`src/rtl/regdiv_pkg.sv`:
```
package regdiv_pkg;

  typedef enum logic [2:0] {
    DEC_PLUS1   = 3'd0,
    DEC_ASIS    = 3'd1,
    DEC_POW2    = 3'd2,
    DEC_ZERO_OK = 3'd3,
    DEC_TABLE   = 3'd4
  } dec_mode_e;

  // index of the lowest set bit, 0 for an empty mask
  function automatic int low_bit(input logic [31:0] m);
    int r;
    r = 0;
    for (int i = 31; i >= 0; i--) begin
      if (m[i]) r = i;
    end
    return r;
  endfunction

endpackage

```
`src/rtl/regdiv_ctrl_reg.sv`:
```
module regdiv_ctrl_reg #(
  parameter int REG_W  = 32,
  parameter bit HIWORD = 1'b0
) (
  input  logic             clk,
  input  logic             rst,
  input  logic             wr_en,
  input  logic [REG_W-1:0] wr_data,
  output logic [REG_W-1:0] q
);
  localparam int HALF = REG_W / 2;

  generate
    if (HIWORD) begin : g_masked
      logic [HALF-1:0] lo_q;
      always_ff @(posedge clk) begin
        if (rst) begin
          lo_q <= '0;
        end else if (wr_en) begin
          lo_q <= (lo_q & ~wr_data[REG_W-1:HALF]) |
                  (wr_data[HALF-1:0] & wr_data[REG_W-1:HALF]);
        end
      end
      assign q = {{(REG_W-HALF){1'b0}}, lo_q};
    end else begin : g_plain
      logic [REG_W-1:0] full_q;
      always_ff @(posedge clk) begin
        if (rst) begin
          full_q <= '0;
        end else if (wr_en) begin
          full_q <= wr_data;
        end
      end
      assign q = full_q;
    end
  endgenerate
endmodule

```
`src/rtl/regdiv_decode.sv`:
```
module regdiv_decode
  import regdiv_pkg::*;
#(
  parameter dec_mode_e                 MODE      = DEC_PLUS1,
  parameter logic [31:0]               MASK      = 32'h0000_00F0,
  parameter int                        SHIFT     = -1,
  parameter int                        MIN_DIV   = 1,
  parameter int                        MAX_DIV   = 16,
  parameter int                        DIV_W     = 5,
  parameter int                        TBL_N     = 3,
  parameter int                        TBL_EW    = 8,
  parameter logic [TBL_N*TBL_EW-1:0]   TBL_DIVS  = {8'd3, 8'd8, 8'd4},
  parameter logic [TBL_N*TBL_EW-1:0]   TBL_CODES = {8'd2, 8'd1, 8'd0}
) (
  input  logic [31:0]      ctrl,
  output logic             ok,
  output logic [DIV_W-1:0] div
);
  localparam int SH = (SHIFT >= 0) ? SHIFT : low_bit(MASK);

  logic [31:0] fld;
  logic [31:0] raw;
  logic        enc_ok;

  assign fld = (ctrl & MASK) >> SH;

  generate
    if (MODE == DEC_TABLE) begin : g_table
      always_comb begin
        enc_ok = 1'b0;
        raw    = '0;
        for (int i = 0; i < TBL_N; i++) begin
          if (fld == 32'(TBL_CODES[i*TBL_EW +: TBL_EW])) begin
            enc_ok = 1'b1;
            raw    = 32'(TBL_DIVS[i*TBL_EW +: TBL_EW]);
          end
        end
      end
    end else begin : g_arith
      always_comb begin
        enc_ok = 1'b1;
        raw    = '0;
        case (MODE)
          DEC_PLUS1:   raw = fld + 32'd1;
          DEC_ASIS: begin
            raw    = fld;
            enc_ok = (fld != '0);
          end
          DEC_POW2: begin
            enc_ok = (fld < 32'd31);
            raw    = enc_ok ? (32'd1 << fld[4:0]) : '0;
          end
          DEC_ZERO_OK: raw = (fld == '0) ? 32'd1 : fld;
          default:     enc_ok = 1'b0;
        endcase
      end
    end
  endgenerate

  assign ok  = enc_ok && (raw >= 32'(MIN_DIV)) && (raw <= 32'(MAX_DIV));
  assign div = raw[DIV_W-1:0];
endmodule

```
`src/rtl/regdiv_gen.sv`:
```
module regdiv_gen #(
  parameter int DIV_W = 5
) (
  input  logic             clk,
  input  logic             rst,
  input  logic [DIV_W-1:0] pend_div,
  output logic [DIV_W-1:0] cur_div,
  output logic [DIV_W-1:0] cnt,
  output logic             hi_q,
  output logic             clk_out
);
  logic end_prd;

  assign end_prd = (cur_div == DIV_W'(1)) || (cnt == cur_div - 1'b1);

  always_ff @(posedge clk) begin
    if (rst) begin
      cur_div <= DIV_W'(1);
      cnt     <= '0;
      hi_q    <= 1'b0;
    end else if (end_prd) begin
      cur_div <= pend_div;
      cnt     <= '0;
      hi_q    <= (pend_div >> 1) != '0;
    end else begin
      cnt     <= cnt + 1'b1;
      hi_q    <= (cnt + 1'b1) < (cur_div >> 1);
    end
  end

  // divide-by-1 routes the reference through; select only moves at a period end
  assign clk_out = (cur_div == DIV_W'(1)) ? clk : hi_q;
endmodule

```
`src/rtl/regdiv_clock.sv`:
```
module regdiv_clock
  import regdiv_pkg::*;
#(
  parameter dec_mode_e                 MODE      = DEC_PLUS1,
  parameter logic [31:0]               MASK      = 32'h0000_00F0,
  parameter int                        SHIFT     = -1,
  parameter int                        MIN_DIV   = 1,
  parameter int                        MAX_DIV   = 16,
  parameter bit                        HIWORD    = 1'b0,
  parameter int                        TBL_N     = 3,
  parameter int                        TBL_EW    = 8,
  parameter logic [TBL_N*TBL_EW-1:0]   TBL_DIVS  = {8'd3, 8'd8, 8'd4},
  parameter logic [TBL_N*TBL_EW-1:0]   TBL_CODES = {8'd2, 8'd1, 8'd0}
) (
  input  logic        clk,
  input  logic        rst,
  input  logic        wr_en,
  input  logic [31:0] wr_data,
  output logic [31:0] rd_data,
  output logic        clk_out
);
  localparam int DIV_W = $clog2(MAX_DIV + 1);

  logic [31:0]      ctrl_q;
  logic             dec_ok;
  logic [DIV_W-1:0] dec_div;
  logic [DIV_W-1:0] pend_div;
  logic [DIV_W-1:0] cur_div;
  logic [DIV_W-1:0] cnt;
  logic             hi_q;

  regdiv_ctrl_reg #(.REG_W(32), .HIWORD(HIWORD)) u_reg (
    .clk(clk), .rst(rst), .wr_en(wr_en), .wr_data(wr_data), .q(ctrl_q)
  );

  regdiv_decode #(
    .MODE(MODE), .MASK(MASK), .SHIFT(SHIFT), .MIN_DIV(MIN_DIV),
    .MAX_DIV(MAX_DIV), .DIV_W(DIV_W), .TBL_N(TBL_N), .TBL_EW(TBL_EW),
    .TBL_DIVS(TBL_DIVS), .TBL_CODES(TBL_CODES)
  ) u_dec (
    .ctrl(ctrl_q), .ok(dec_ok), .div(dec_div)
  );

  always_ff @(posedge clk) begin
    if (rst) begin
      pend_div <= DIV_W'(1);
    end else if (dec_ok) begin
      pend_div <= dec_div;
    end
  end

  regdiv_gen #(.DIV_W(DIV_W)) u_gen (
    .clk(clk), .rst(rst), .pend_div(pend_div), .cur_div(cur_div),
    .cnt(cnt), .hi_q(hi_q), .clk_out(clk_out)
  );

  assign rd_data = ctrl_q;
endmodule

```
`config.mk`:
```
export PLATFORM = sky130hd
export DESIGN_NAME = regdiv_clock
export DESIGN_NICKNAME = d
export VERILOG_FILES = /design/src/rtl/regdiv_pkg.sv /design/src/rtl/regdiv_ctrl_reg.sv /design/src/rtl/regdiv_decode.sv /design/src/rtl/regdiv_gen.sv /design/src/rtl/regdiv_clock.sv
export SDC_FILE = /design/constraint.sdc
export NUM_CORES = 1
export LEC_CHECK = 0
export ABC_AREA = 1
export BUFFER_PORTS_ARGS = -buffer_cell sky130_fd_sc_hd__buf_2
export CORE_ASPECT_RATIO = 0.75
export CORE_MARGIN = 2
export CORE_UTILIZATION = 56
export DETAILED_ROUTE_END_ITERATION = 7
export HOLD_SLACK_MARGIN = 0.15
export PLACE_DENSITY = 0.84
export SYNTH_ARGS = -nofsm -noshare
export SYNTH_HDL_FRONTEND = slang
export SYNTH_HIERARCHICAL = 1
export SYNTH_SLANG_ARGS = --single-unit
```
`constraint.sdc`:
```
create_clock -name clk -period 2.66 [get_ports clk]
set_input_delay 0.133 -clock clk [delete_from_list [all_inputs] [get_ports clk]]
set_output_delay 0.133 -clock clk [all_outputs]
set_load 0.005 [all_outputs]
```
==> metrics.cfg, run 1 <==
[status]
status = finished, final reports clean

[power]
totalPowerFinal_mw = 2.20
power.leakage_nw = 1.84
combinationalPowerShare_pct = 30.8
internal-power_mw = 1.46
ir_drop_mv = 0.419
seq_power_share_pct = 38.5
switching_power_uw = 743
clock_power_share_pct = 30.8
powerDensity_nw_per_um2 = 684
switching_share_pct = 33.8

[drt]
detailedRoute.firstPassIterationCount = 4
dr.first_iter.drc_count = 166
wirelength_routed_um = 6060
post-route-drc-count = 0
detail_route.wl_per_cell_um = 11.5
vias_per_cell = 4.67
antenna_violating_nets_post_route = 0
dr_total_vias = 2462

[sta]
maxSlewHeadroom_pct = 31.8
hold_violations = 0
slew_at_the_pin_with_the_worst_max_slew_slack_ns = 1.02
unrepaired_setup_endpoints_after_global_routing = no
layout_min_cycle_time_ns = 2.06
final-max-slew-violation-count = 0
timing.final.crit_share_pct = 77.3
clock-skew-final_ns = 0.00526
finalSetupViolCount = 0
max_clock_freq_ghz = 0.491
totalNegativeSetupSlack_ns = 0
final.hold.worst_slack_ns = 0.448

[yosys]
post_synthesis_sequential_area_ratio_pct = 39.4
synth-seq-cells = 48
synth_top_area_share_pct = 39.4
ys_warn_count = 6
yosys-top-cells-area = dfxtp_1 (39%), nand2_1 (17%), nor2_1 (14%)
synth_cell_type_count = 21
synth_top_cell_by_area = dfxtp_1
post_synth_inst_count = 372
syn_avg_cell_area_um2 = 6.55
summed_instance_area_of_the_synthesized_netlist_um2 = 2440
synth.net_count = 416

[global_routing]
grt_overflow_total = 0
first_global_vias = 2409
grt_max_degree = 65
grt_util_met2_pct = 46.3
grtUsageMet1_pct = 31.8
grt_pass1_wl_um = 10300
busiest_layer = met2
antenna_found_initial = 0
globalRouteMet3Util_pct = 12.3
grt.total_usage_pct = 28.1

[placement]
place_hpwl_um = 3610
port-buffer-count = 67
placed_cells = 483
place.gp.congestion = 0.815
dpl-instance-area_um2 = 2740

[final_layout]
number_of_antenna_diodes = 0
post_route_cells_drive_above_1_share_pct = 20.3
instances_no_fill = 527
syn_to_final_growth_pct = 31.9
final_area_um2 = 3210
design.final.nets = 515

[critical_path]
cp_data_required_time_ns = 2.53
worstSetupPathType = clock port to output port
crit_path_max_fanout = 2
start_kind = clock port
critical_path_s_largest_stage_delay_ns = 0.25
timing.critical_path.arrival_ns = 1.92
cpMaxStageDelayCell = mux2_2
setup.worst_path.end_class = output port
path_common_cell = clkbuf_8
cp_cell_sequence = clkbuf_8 -> clkbuf_8 -> mux2_2 -> buf_2

[clock_network]
insertion_delay_to_the_later_sink_of_the_worst_skew_pair_ns = 0.41
cts.reportedPaths.clkPinSlew_ns = 0.09
post_cts.resized_instances = 0
hold_buffers = 33
post-cts-setup-buffers = 0
tritoncts = done

[floorplanning]
die-width_um = 80.2
fp.coreArea_um2 = 4100
pin_count = 68
initial_core_util_pct = 59.4
design.die.area_um2 = 4900
dieHeight_um = 61.1
row_count = 20

[flow_run]
maxCapViolations = 0

[worst_hold_path]
hold_path.class = input pin to flop

path summary, 6_finish.rpt:
path | start | end | depth (start not counted) | slack, ns
setup / recovery | clk | clk_out | 4 | 0.60
hold reg to reg | u_reg/q[28] | u_reg/q[28] | 2 | 0.47
setup reg to reg | u_reg/q[4] | pend_div[1] | 11 | 0.62
hold / removal | wr_en | u_reg/q[29] | 3 | 0.45
logic make-up (layout without fill, tap and decap cells):
kind of cell / count (synthesis) / count (layout) / share of synthesized area (%)
and+or+nand+nor: 227 / 227 / 38.4
DFF: 48 / 48 / 39.4
muxes: 1 / 1 / 0.462
xor gates and xnor gates: 3 / 3 / 1.08
adders and majority gates: 9 / 9 / 4.62
AOI/OAI and AO/OA: 6 / 6 / 1.34
buffers and inverters: 78 / 178 / 14.6
layout make-up:
| type | instances | area (um2) |
|---|---|---|
| Clock buffer | 10 | 119 |
| Clock inverter | 2 | 35.0 |
| Fill cell | 298 | 890 |
| Inverter | 67 | 251 |
| Multi-Input combinational cell | 246 | 1120 |
| Sequential cell | 48 | 961 |
| Tap cell | 55 | 68.8 |
| Timing Repair Buffer | 99 | 661 |
synth_stat cells, drive strengths merged:
cell and instances:
a21o 1, a21oi 5, buf 11, dfxtp 48, ha 9, inv 67, mux2 1, nand2 119
nand3 13, nand3b 1, nand4 1, nor2 92, nor4 1, xor2 3
per-layer routing:
layer  routed length [um]  up-vias
met5                    0        -
met2                 2880       73
li1                     -     1272
met3                  475       16
met4                  143        0
met1                 2560     1101
stage by stage:
step,worst slack [ns],utilization (%)
global placement,0.829,66.6
global route,0.363,78.3
CTS,0.594,78.3
finish,0.603,78.3
detailed placement,0.662,66.6
floorplan,0.945,-
cell usage in the layout, fill, tap and decap left out, types with 2 or more instances in the layout:
cell | synthesis | layout
nand2_1 | 108 | 108
nor2_1 | 89 | 89
buf_2 | 3 | 67
inv_1 | 63 | 63
dfxtp_1 | 48 | 48
dlygate4sd3_1 | 0 | 33
nand3_1 | 13 | 13
nand2_2 | 9 | 9
ha_1 | 9 | 9
clkbuf_8 | 0 | 8
a21oi_1 | 5 | 5
inv_2 | 4 | 4
xor2_1 | 3 | 3
nor2_2 | 2 | 2
power by group through the flow:
stage,Sequential [mW],Clock [mW],Combinational (mW)
after floorplan,0.852,0.0233,0.500
after global placement,0.857,0.0374,0.614
after detailed placement,0.860,0.0374,0.630
after CTS,0.845,0.686,0.669
after global routing,0.856,0.730,0.764
final,0.846,0.676,0.677
flip-flops by register name, summed over array words and instances, names as in the netlist:
name / count
pend_div: 5
u_gen/cur_div: 5
u_gen/hi_q: 1
u_reg/q: 32
u_gen/cnt: 5
critical path: cells and delay by family:
kind / cells / cell delay, ns
buffers and inverters: 3 / 0.35
muxes: 1 / 0.25
(Power assumes the default switching activity.)
==> inputs of run 2 (changes only) <==
ABC_AREA = 0   (was 1)
CORE_UTILIZATION = 50   (was 56)
PLACE_DENSITY = 0.78   (was 0.84)
clock period = 2 ns   (was 2.66 ns; I/O delays follow)
==> run 2 against run 1 <==
Net effect:
- die area down 1.9%
- global-route usage down 5.0 points
- sequential share of layout area up 1.3 points
- critical path depth up 3
- core utilization down 2.6 points
- synthesized area down 12%
- sequential cell count unchanged
- critical path type is now flop to flop
- largest cell class unchanged
- highest routed layer unchanged
==> metrics.cfg, run 2 <==
[status]
status = finished, final reports clean  ; unchanged

[critical_path]
cpMaxStageDelayCell = or3_4  ; was mux2_2
critical_path_s_largest_stage_delay_ns = 0.40  ; was 0.25 ns
cp_cell_sequence = inv_1 -> ha_1 -> or3_4 -> a311oi_4 -> buf_4 -> o21ai_0 -> o41ai_2  ; was clkbuf_8 -> clkbuf_8 -> mux2_2 -> buf_2
start_kind = flop  ; was clock port
setup.worst_path.end_class = flop  ; was output port
cp_data_required_time_ns = 2.30  ; was 2.53 ns
worst-r2r-cell-count = 7  ; was 11
crit_path_max_fanout = 5  ; was 2
worstSetupPathType = flop to flop  ; was clock port to output port
timing.critical_path.arrival_ns = 2.19  ; was 1.92 ns

[sta]
maxSlewHeadroom_pct = 65.2  ; was 31.8%
layout_min_cycle_time_ns = 1.89
hold_violations = 0  ; unchanged
clock-skew-final_ns = 0.0151  ; was 0.00526 ns
slew_at_the_pin_with_the_worst_max_slew_slack_ns = 0.523  ; was 1.02 ns
final.hold.worst_slack_ns = 0.302  ; was 0.448 ns
finalSetupViolCount = 0  ; unchanged
final-max-slew-violation-count = 0  ; unchanged
timing.final.crit_share_pct = 94.3
totalNegativeSetupSlack_ns = 0  ; unchanged
unrepaired_setup_endpoints_after_global_routing = no  ; unchanged
max_clock_freq_ghz = 0.530

[yosys]
post_synthesis_sequential_area_ratio_pct = 45.1  ; was 39.4%
synth_top_area_share_pct = 45.1  ; was 39.4%
yosys_most_used_dff = dfxtp_1  ; unchanged
synth_cell_type_count = 38  ; was 21
post_synth_inst_count = 205  ; was 372
ys_top_cells_by_count = dfxtp_1 (48), nor2_1 (39), mux2i_1 (36)  ; was nand2_1 (108), nor2_1 (89), inv_1 (63)
summed_instance_area_of_the_synthesized_netlist_um2 = 2130  ; was 2440 um2
ys_warn_count = 6  ; unchanged
synthMostInstantiatedCell = dfxtp_1  ; was nand2_1
synth-seq-cells = 48  ; unchanged
postSynth.asyncResetShare_pct = 0  ; unchanged
yosys-top-cells-area = dfxtp_1 (45%), mux2i_1 (17%), nor2_1 (6.9%)  ; was dfxtp_1 (39%), nand2_1 (17%), nor2_1 (14%)
synth_edf_count = 0  ; unchanged
synth.net_count = 249  ; was 416
syn_avg_cell_area_um2 = 10.4  ; was 6.55 um2
synth_top_cell_by_area = dfxtp_1  ; unchanged

[global_routing]
grt_pass1_wl_um = 8340  ; was 10,300 um
grt_max_degree = 35  ; was 65
antenna_found_initial = 0  ; unchanged
grt.total_usage_pct = 23.1  ; was 28.1%
grt_overflow_total = 0  ; unchanged
first_global_vias = 1795  ; was 2,409

[floorplanning]
dieHeight_um = 60.6  ; was 61.1 um
pin_count = 68  ; unchanged
initial_core_util_pct = 52.3  ; was 59.4%
fp.coreArea_um2 = 4080  ; was 4100 um2
design.die.area_um2 = 4810  ; was 4900 um2
die-width_um = 79.4  ; was 80.2 um
row_count = 20  ; unchanged

[clock_network]
tritoncts = done  ; unchanged
insertion_delay_to_the_later_sink_of_the_worst_skew_pair_ns = 0.41  ; about the same
cts.reportedPaths.clkPinSlew_ns = 0.08  ; was 0.09 ns

[final_layout]
flip_flop_count_of_the_largest_register_after_layout = 32  ; unchanged
number_of_antenna_diodes = 0  ; unchanged
layout_commonest_cell = buf_2  ; was nand2_1
design.final.nets = 368  ; was 515
post-route-util_pct = 75.7  ; was 78.3%
syn_to_final_growth_pct = 44.8  ; was 31.9%
post_route_cells_drive_above_1_share_pct = 29.2  ; was 20.3%
layout_common_cells = buf_2 (67), dfxtp_1 (47), dlygate4sd3_1 (43)  ; was nand2_1 (108), nor2_1 (89), buf_2 (67)
final_area_um2 = 3090  ; was 3210 um2

[drt]
detailedRoute.firstPassIterationCount = 4  ; unchanged
wirelength_routed_um = 5400  ; was 6060 um
detail_route.wl_per_cell_um = 14.2  ; was 11.5 um
vias_per_cell = 5.09  ; was 4.67
dr_total_vias = 1935  ; was 2,462
dr.first_iter.drc_count = 85  ; was 166
post-route-drc-count = 0  ; unchanged
antenna_violating_nets_post_route = 0  ; unchanged

[power]
switching_power_uw = 623  ; was 743 uW
seq_power_share_pct = 43.2  ; was 38.5%
power.leakage_nw = 1.55  ; was 1.84 nW
totalPowerFinal_mw = 2.44  ; was 2.20 mW
combinationalPowerShare_pct = 21.2  ; was 30.8%
powerDensity_nw_per_um2 = 790  ; was 684 nW/um2
ir_drop_mv = 0.419  ; unchanged
internal-power_mw = 1.82  ; was 1.46 mW
clock_power_share_pct = 35.6  ; was 30.8%
switching_share_pct = 25.5  ; was 33.8%

[flow_run]
maxCapViolations = 0  ; unchanged

[placement]
place_hpwl_um = 3030  ; was 3610 um
port-buffer-count = 67  ; unchanged
dpl-instance-area_um2 = 2490  ; was 2740 um2
place.gp.congestion = 0.832  ; was 0.815

[worst_hold_path]
min_path_cells = 3  ; unchanged
hold_path.class = input pin to flop  ; unchanged

[run 2: cell count changes after synthesis, moves of 5 or more]
cell     previous run  this run
a21oi_1             5         0
buf_6               8         2
inv_1              63         8
mux2i_1             0        36
nand2_1           108         3
nand2_2             9         0
nand3_1            13         4
nor2_1             89        39
nor3_1              0         5
xnor2_1             0         5
[run 2: power groups by stage]
stage / clock network [mW] / logic [mW] / registers (mW)
4_1_cts: 0.876 / 0.490 / 1.05
3_3_place_gp: 0.0404 / 0.409 / 1.07
3_5_place_dp: 0.0404 / 0.420 / 1.07
5_1_grt: 0.933 / 0.560 / 1.06
2_1_floorplan: 0.0242 / 0.272 / 1.07
6_report: 0.870 / 0.517 / 1.05
[run 2: kinds of logic (layout without fill, tap and decap cells)]
kind of cell               after synthesis  count (layout)  synth area share, %
and+or+nand+nor                         65              65                 14.4
muxes                                   37              37                 17.4
adders and majority gates                9               9                 5.28
AOI/OAI and AO/OA                       18              18                 7.34
buffers and inverters                   18             138                 6.34
xor gates and xnor gates                10              10                 4.11
DFF                                     48              48                 45.1
[run 2: critical path: cells and delay by family (launching register included)]
family / cells / cell delay (ns)
simple gates: 1 / 0.40
buf+inv: 2 / 0.27
compound gates: 3 / 0.58
flops: 1 / 0.34
fa+ha+maj: 1 / 0.20
[run 2: per-stage QoR]
| step | cells | setup WS (ns) |
|---|---|---|
| 5_1_grt | 380 | 0.0107 |
| 2_1_floorplan | 205 | 0.121 |
| 3_3_place_gp | 325 | 0.121 |
| 3_5_place_dp | 325 | 0.0672 |
| 4_1_cts | 379 | 0.0522 |
| 6_report | 380 | 0.114 |
[run 2: path summary, 6_finish.rpt]
check,slack [ns],start,endpoint
max,0.11,u_gen/cur_div[1],u_gen/hi_q
min,0.30,rst,u_gen/cur_div[0]
max reg2reg,0.11,u_gen/cur_div[1],u_gen/hi_q
min reg2reg,0.49,u_reg/q[11],u_reg/q[11]
[run 2: what timing repair did]
| item | in CTS | in global routing |
|---|---|---|
| buffers inserted | 0 | 1 |
| pin swaps | 0 | 1 |
| endpoints found under the hold margin | 32 | 0 |
| endpoints found under the setup margin | 1 | 10 |
| hold buffers | 43 | 0 |
| resized for setup | 1 | 2 |
[run 2: cell type report]
type	instances	area, um2
sequential	48	962
inverter	8	30.0
tap	55	68.8
clock buffer	10	119
multi-input combinational	139	1040
clock inverter	2	35.0
timing repair buffer	118	828
fill	266	991
[run 2: routing by layer]
metal,GRT usage [%],vias up,routed length [um]
met5,0,-,0
met4,14.0,0,146
met3,6.25,16,446
met2,37.5,93,2460
met1,28.1,881,2340
li1,-,945,-
==> inputs of run 3 (changes only) <==
CAP_MARGIN = 5   (was not set)
SYNTH_HIERARCHICAL = not set   (was 1)
==> run 3 against run 2 <==
Net effect:
- sequential power hardly changed
- first-iteration DRC count increased by 20%
- clock skew shrank 0.010 ns
- final cell count stayed put
- core utilization increased by 0.70 points
- combinational power shrank 4%
- total power down 2.7%
- largest cell class unchanged
- largest power group unchanged
==> metrics.cfg, run 3 <==
[sta]
final-max-slew-violation-count = 0  ; unchanged
totalNegativeSetupSlack_ns = 0  ; unchanged
timing.final.crit_share_pct = 95.2  ; was 94.3%
slew_at_the_pin_with_the_worst_max_slew_slack_ns = 0.385  ; was 0.523 ns
finalSetupViolCount = 0  ; unchanged
final.hold.worst_slack_ns = 0.180  ; was 0.302 ns
unrepaired_setup_endpoints_after_global_routing = yes  ; was no
maxSlewHeadroom_pct = 74.3  ; was 65.2%
max_clock_freq_ghz = 0.525  ; was 0.530 GHz
hold_violations = 0  ; unchanged
clock-skew-final_ns = 0.00480  ; was 0.0151 ns
layout_min_cycle_time_ns = 1.90  ; was 1.89 ns

[clock_network]
tritoncts = done  ; unchanged
insertion_delay_to_the_later_sink_of_the_worst_skew_pair_ns = 0.41  ; about the same
cts.reportedPaths.clkPinSlew_ns = 0.09  ; was 0.08 ns

[floorplanning]
initial_core_util_pct = 51.6  ; was 52.3%
fp.coreArea_um2 = 4000  ; was 4080 um2
dieHeight_um = 59.7  ; was 60.6 um
design.die.area_um2 = 4670  ; was 4810 um2
die-width_um = 78.2  ; was 79.4 um
row_count = 20  ; unchanged
pin_count = 68  ; unchanged

[placement]
port-buffer-count = 67  ; unchanged
place_hpwl_um = 3160  ; was 3030 um
place.gp.congestion = 0.943  ; was 0.832
dpl-instance-area_um2 = 2490  ; about the same

[global_routing]
grt_pass1_wl_um = 8450  ; was 8340 um
grt_overflow_total = 0  ; unchanged
first_global_vias = 1686  ; was 1,795
grt_max_degree = 17  ; was 35
antenna_found_initial = 0  ; unchanged
grt.total_usage_pct = 24.2  ; was 23.1%

[critical_path]
worstSetupPathType = flop to output port  ; was flop to flop
worst-r2r-cell-count = 7  ; unchanged
cp_cell_sequence = buf_4 -> ha_1 -> nor4b_4 -> buf_4 -> mux2_2 -> buf_2  ; was inv_1 -> ha_1 -> or3_4 -> a311oi_4 -> buf_4 -> o21ai_0 -> o41ai_2
crit_path_max_fanout = 3  ; was 5
setup.worst_path.end_class = output port  ; was flop
reg2reg_to = u_gen.cnt[1]  ; was u_gen/hi_q
cp_data_required_time_ns = 1.90  ; was 2.30 ns
critical_path_s_largest_stage_delay_ns = 0.34  ; was 0.40 ns
cpMaxStageDelayCell = dfxtp_2  ; was or3_4
start_kind = flop  ; unchanged
path_common_cell = buf_4
worst_setup_path_startpoint = u_gen.cur_div[0]  ; was u_gen/cur_div[1]
worstReg2RegStart = u_gen.cur_div[1]  ; was u_gen/cur_div[1]
reg2reg_setup_slack_ns = 0.12  ; was 0.11 ns
cp-endpoint = clk_out  ; was u_gen/hi_q
timing.critical_path.arrival_ns = 1.80  ; was 2.19 ns

[final_layout]
number_of_antenna_diodes = 0  ; unchanged
final_area_um2 = 3060  ; was 3090 um2
syn_to_final_growth_pct = 48.1  ; was 44.8%
post_route_cells_drive_above_1_share_pct = 29.5  ; was 29.2%
design.final.nets = 368  ; unchanged
flip_flop_count_of_the_largest_register_after_layout = 32  ; unchanged
layout_commonest_cell = buf_2  ; unchanged
layout_common_cells = buf_2 (67), dfxtp_1 (46), dlygate4sd3_1 (40)  ; was buf_2 (67), dfxtp_1 (47), dlygate4sd3_1 (43)

[yosys]
post_synthesis_sequential_area_ratio_pct = 46.5  ; was 45.1%
ys_warn_count = 0  ; was 6
synth_top_cell_by_area = dfxtp_1  ; unchanged
synth_edf_count = 0  ; unchanged
synth-seq-cells = 48  ; unchanged
synth.net_count = 252  ; was 249
ys_top_cells_by_count = dfxtp_1 (48), nor2_1 (39), mux2i_1 (35)  ; was dfxtp_1 (48), nor2_1 (39), mux2i_1 (36)
synthMostInstantiatedCell = dfxtp_1  ; unchanged
synth_cell_type_count = 37  ; was 38
post_synth_inst_count = 208  ; was 205
yosys_most_used_dff = dfxtp_1  ; unchanged
postSynth.asyncResetShare_pct = 0  ; unchanged
summed_instance_area_of_the_synthesized_netlist_um2 = 2070  ; was 2130 um2
yosys-top-cells-area = dfxtp_1 (47%), mux2i_1 (17%), nor2_1 (7.1%)  ; was dfxtp_1 (45%), mux2i_1 (17%), nor2_1 (6.9%)
syn_avg_cell_area_um2 = 9.93  ; was 10.4 um2
synth_top_area_share_pct = 46.5  ; was 45.1%

[power]
powerDensity_nw_per_um2 = 776  ; was 790 nW/um2
power.leakage_nw = 1.49  ; was 1.55 nW
ir_drop_mv = 0.436  ; was 0.419 mV

[worst_hold_path]
hold_path.class = input pin to flop  ; unchanged

[drt]
detail_route.wl_per_cell_um = 14.2  ; about the same
antenna_violating_nets_post_route = 0  ; unchanged
wirelength_routed_um = 5400  ; about the same
dr.first_iter.drc_count = 102  ; was 85
vias_per_cell = 4.94  ; was 5.09
post-route-drc-count = 0  ; unchanged
dr_total_vias = 1879  ; was 1,935
detailedRoute.firstPassIterationCount = 4  ; unchanged

[flow_run]
maxCapViolations = 0  ; unchanged

[status]
status = finished, final reports clean  ; unchanged

==> run 3: power breakdown <==
part	internal [mW]	total, mW	switching, mW
combinational	0.277	0.497	0.220
sequential	1.01	1.06	0.0458
clock	0.437	0.821	0.384
total	1.73	2.37	0.650
==> run 3: logic make-up after synthesis <==
kind of cell | share of synthesized area (%)
AO/OA/AOI/OAI | 7.81
XOR/XNOR | 3.82
adder cells (fa/ha/maj) | 5.45
buffers and inverters | 3.45
flip-flops | 46.5
multiplexers | 17.5
AND/OR/NAND/NOR | 15.4
==> run 3: how the worst min path moves through the flow <==
stage | from | cells after the start | endpoint | slack (ns)
3_5_place_dp | clk | 2 | clk_out | 0.31
3_3_place_gp | clk | 2 | clk_out | 0.31
5_1_grt | wr_en | 3 | u_reg.q[29] | 0.17
2_1_floorplan | clk | 1 | clk_out | 0.23
6_report | wr_en | 3 | u_reg.q[27] | 0.18
4_1_cts | wr_en | 3 | u_reg.q[19] | 0.17
==> run 3: cell type report <==
cell class	count	area (um2)
clock buffers	10	129
flip-flops and latches	48	963
clock inverters	2	15.0
multi-input cells	142	1050
well taps	55	68.8
inverters	8	30.0
fillers	268	945
repair buffers	115	802
==> run 3: metrics by stage <==
stage | cells | setup slack (ns) | util, % | total power [mW]
2_1_floorplan | 208 | 0.113 | - | 1.34
3_3_place_gp | 328 | 0.167 | 62.2 | 1.50
3_5_place_dp | 328 | 0.0949 | 62.2 | 1.51
4_1_cts | 380 | 0.000792 | 75.8 | 2.35
5_1_grt | 380 | -0.0148 | 76.4 | 2.49
6_report | 380 | 0.0958 | 76.4 | 2.37
==> run 3: critical path, delay by kind of cell (launching register included) <==
family | cells | cell delay, ns
buffers and inverters | 3 | 0.39
adders and majority gates | 1 | 0.16
muxes | 1 | 0.33
DFF | 1 | 0.34
and+or+nand+nor | 1 | 0.18
==> run 3: repair_timing <==
action,CTS,global route
cloned,0,0
endpoints found under the hold margin,36,0
hold buffers,40,0
gates resized for setup,0,6
setup buffers,1,0
pin swaps,0,1
endpoints found under the setup margin,1,6
==> run 3: metal layers <==
layer / share of wire [%] / up-vias / global-route usage (%)
met5: 0 / - / 0
met3: 6.8 / 12 / 7.85
met1: 47 / 831 / 32.2
met4: 1.6 / 0 / 9.77
li1: - / 955 / -
met2: 45 / 81 / 36.9
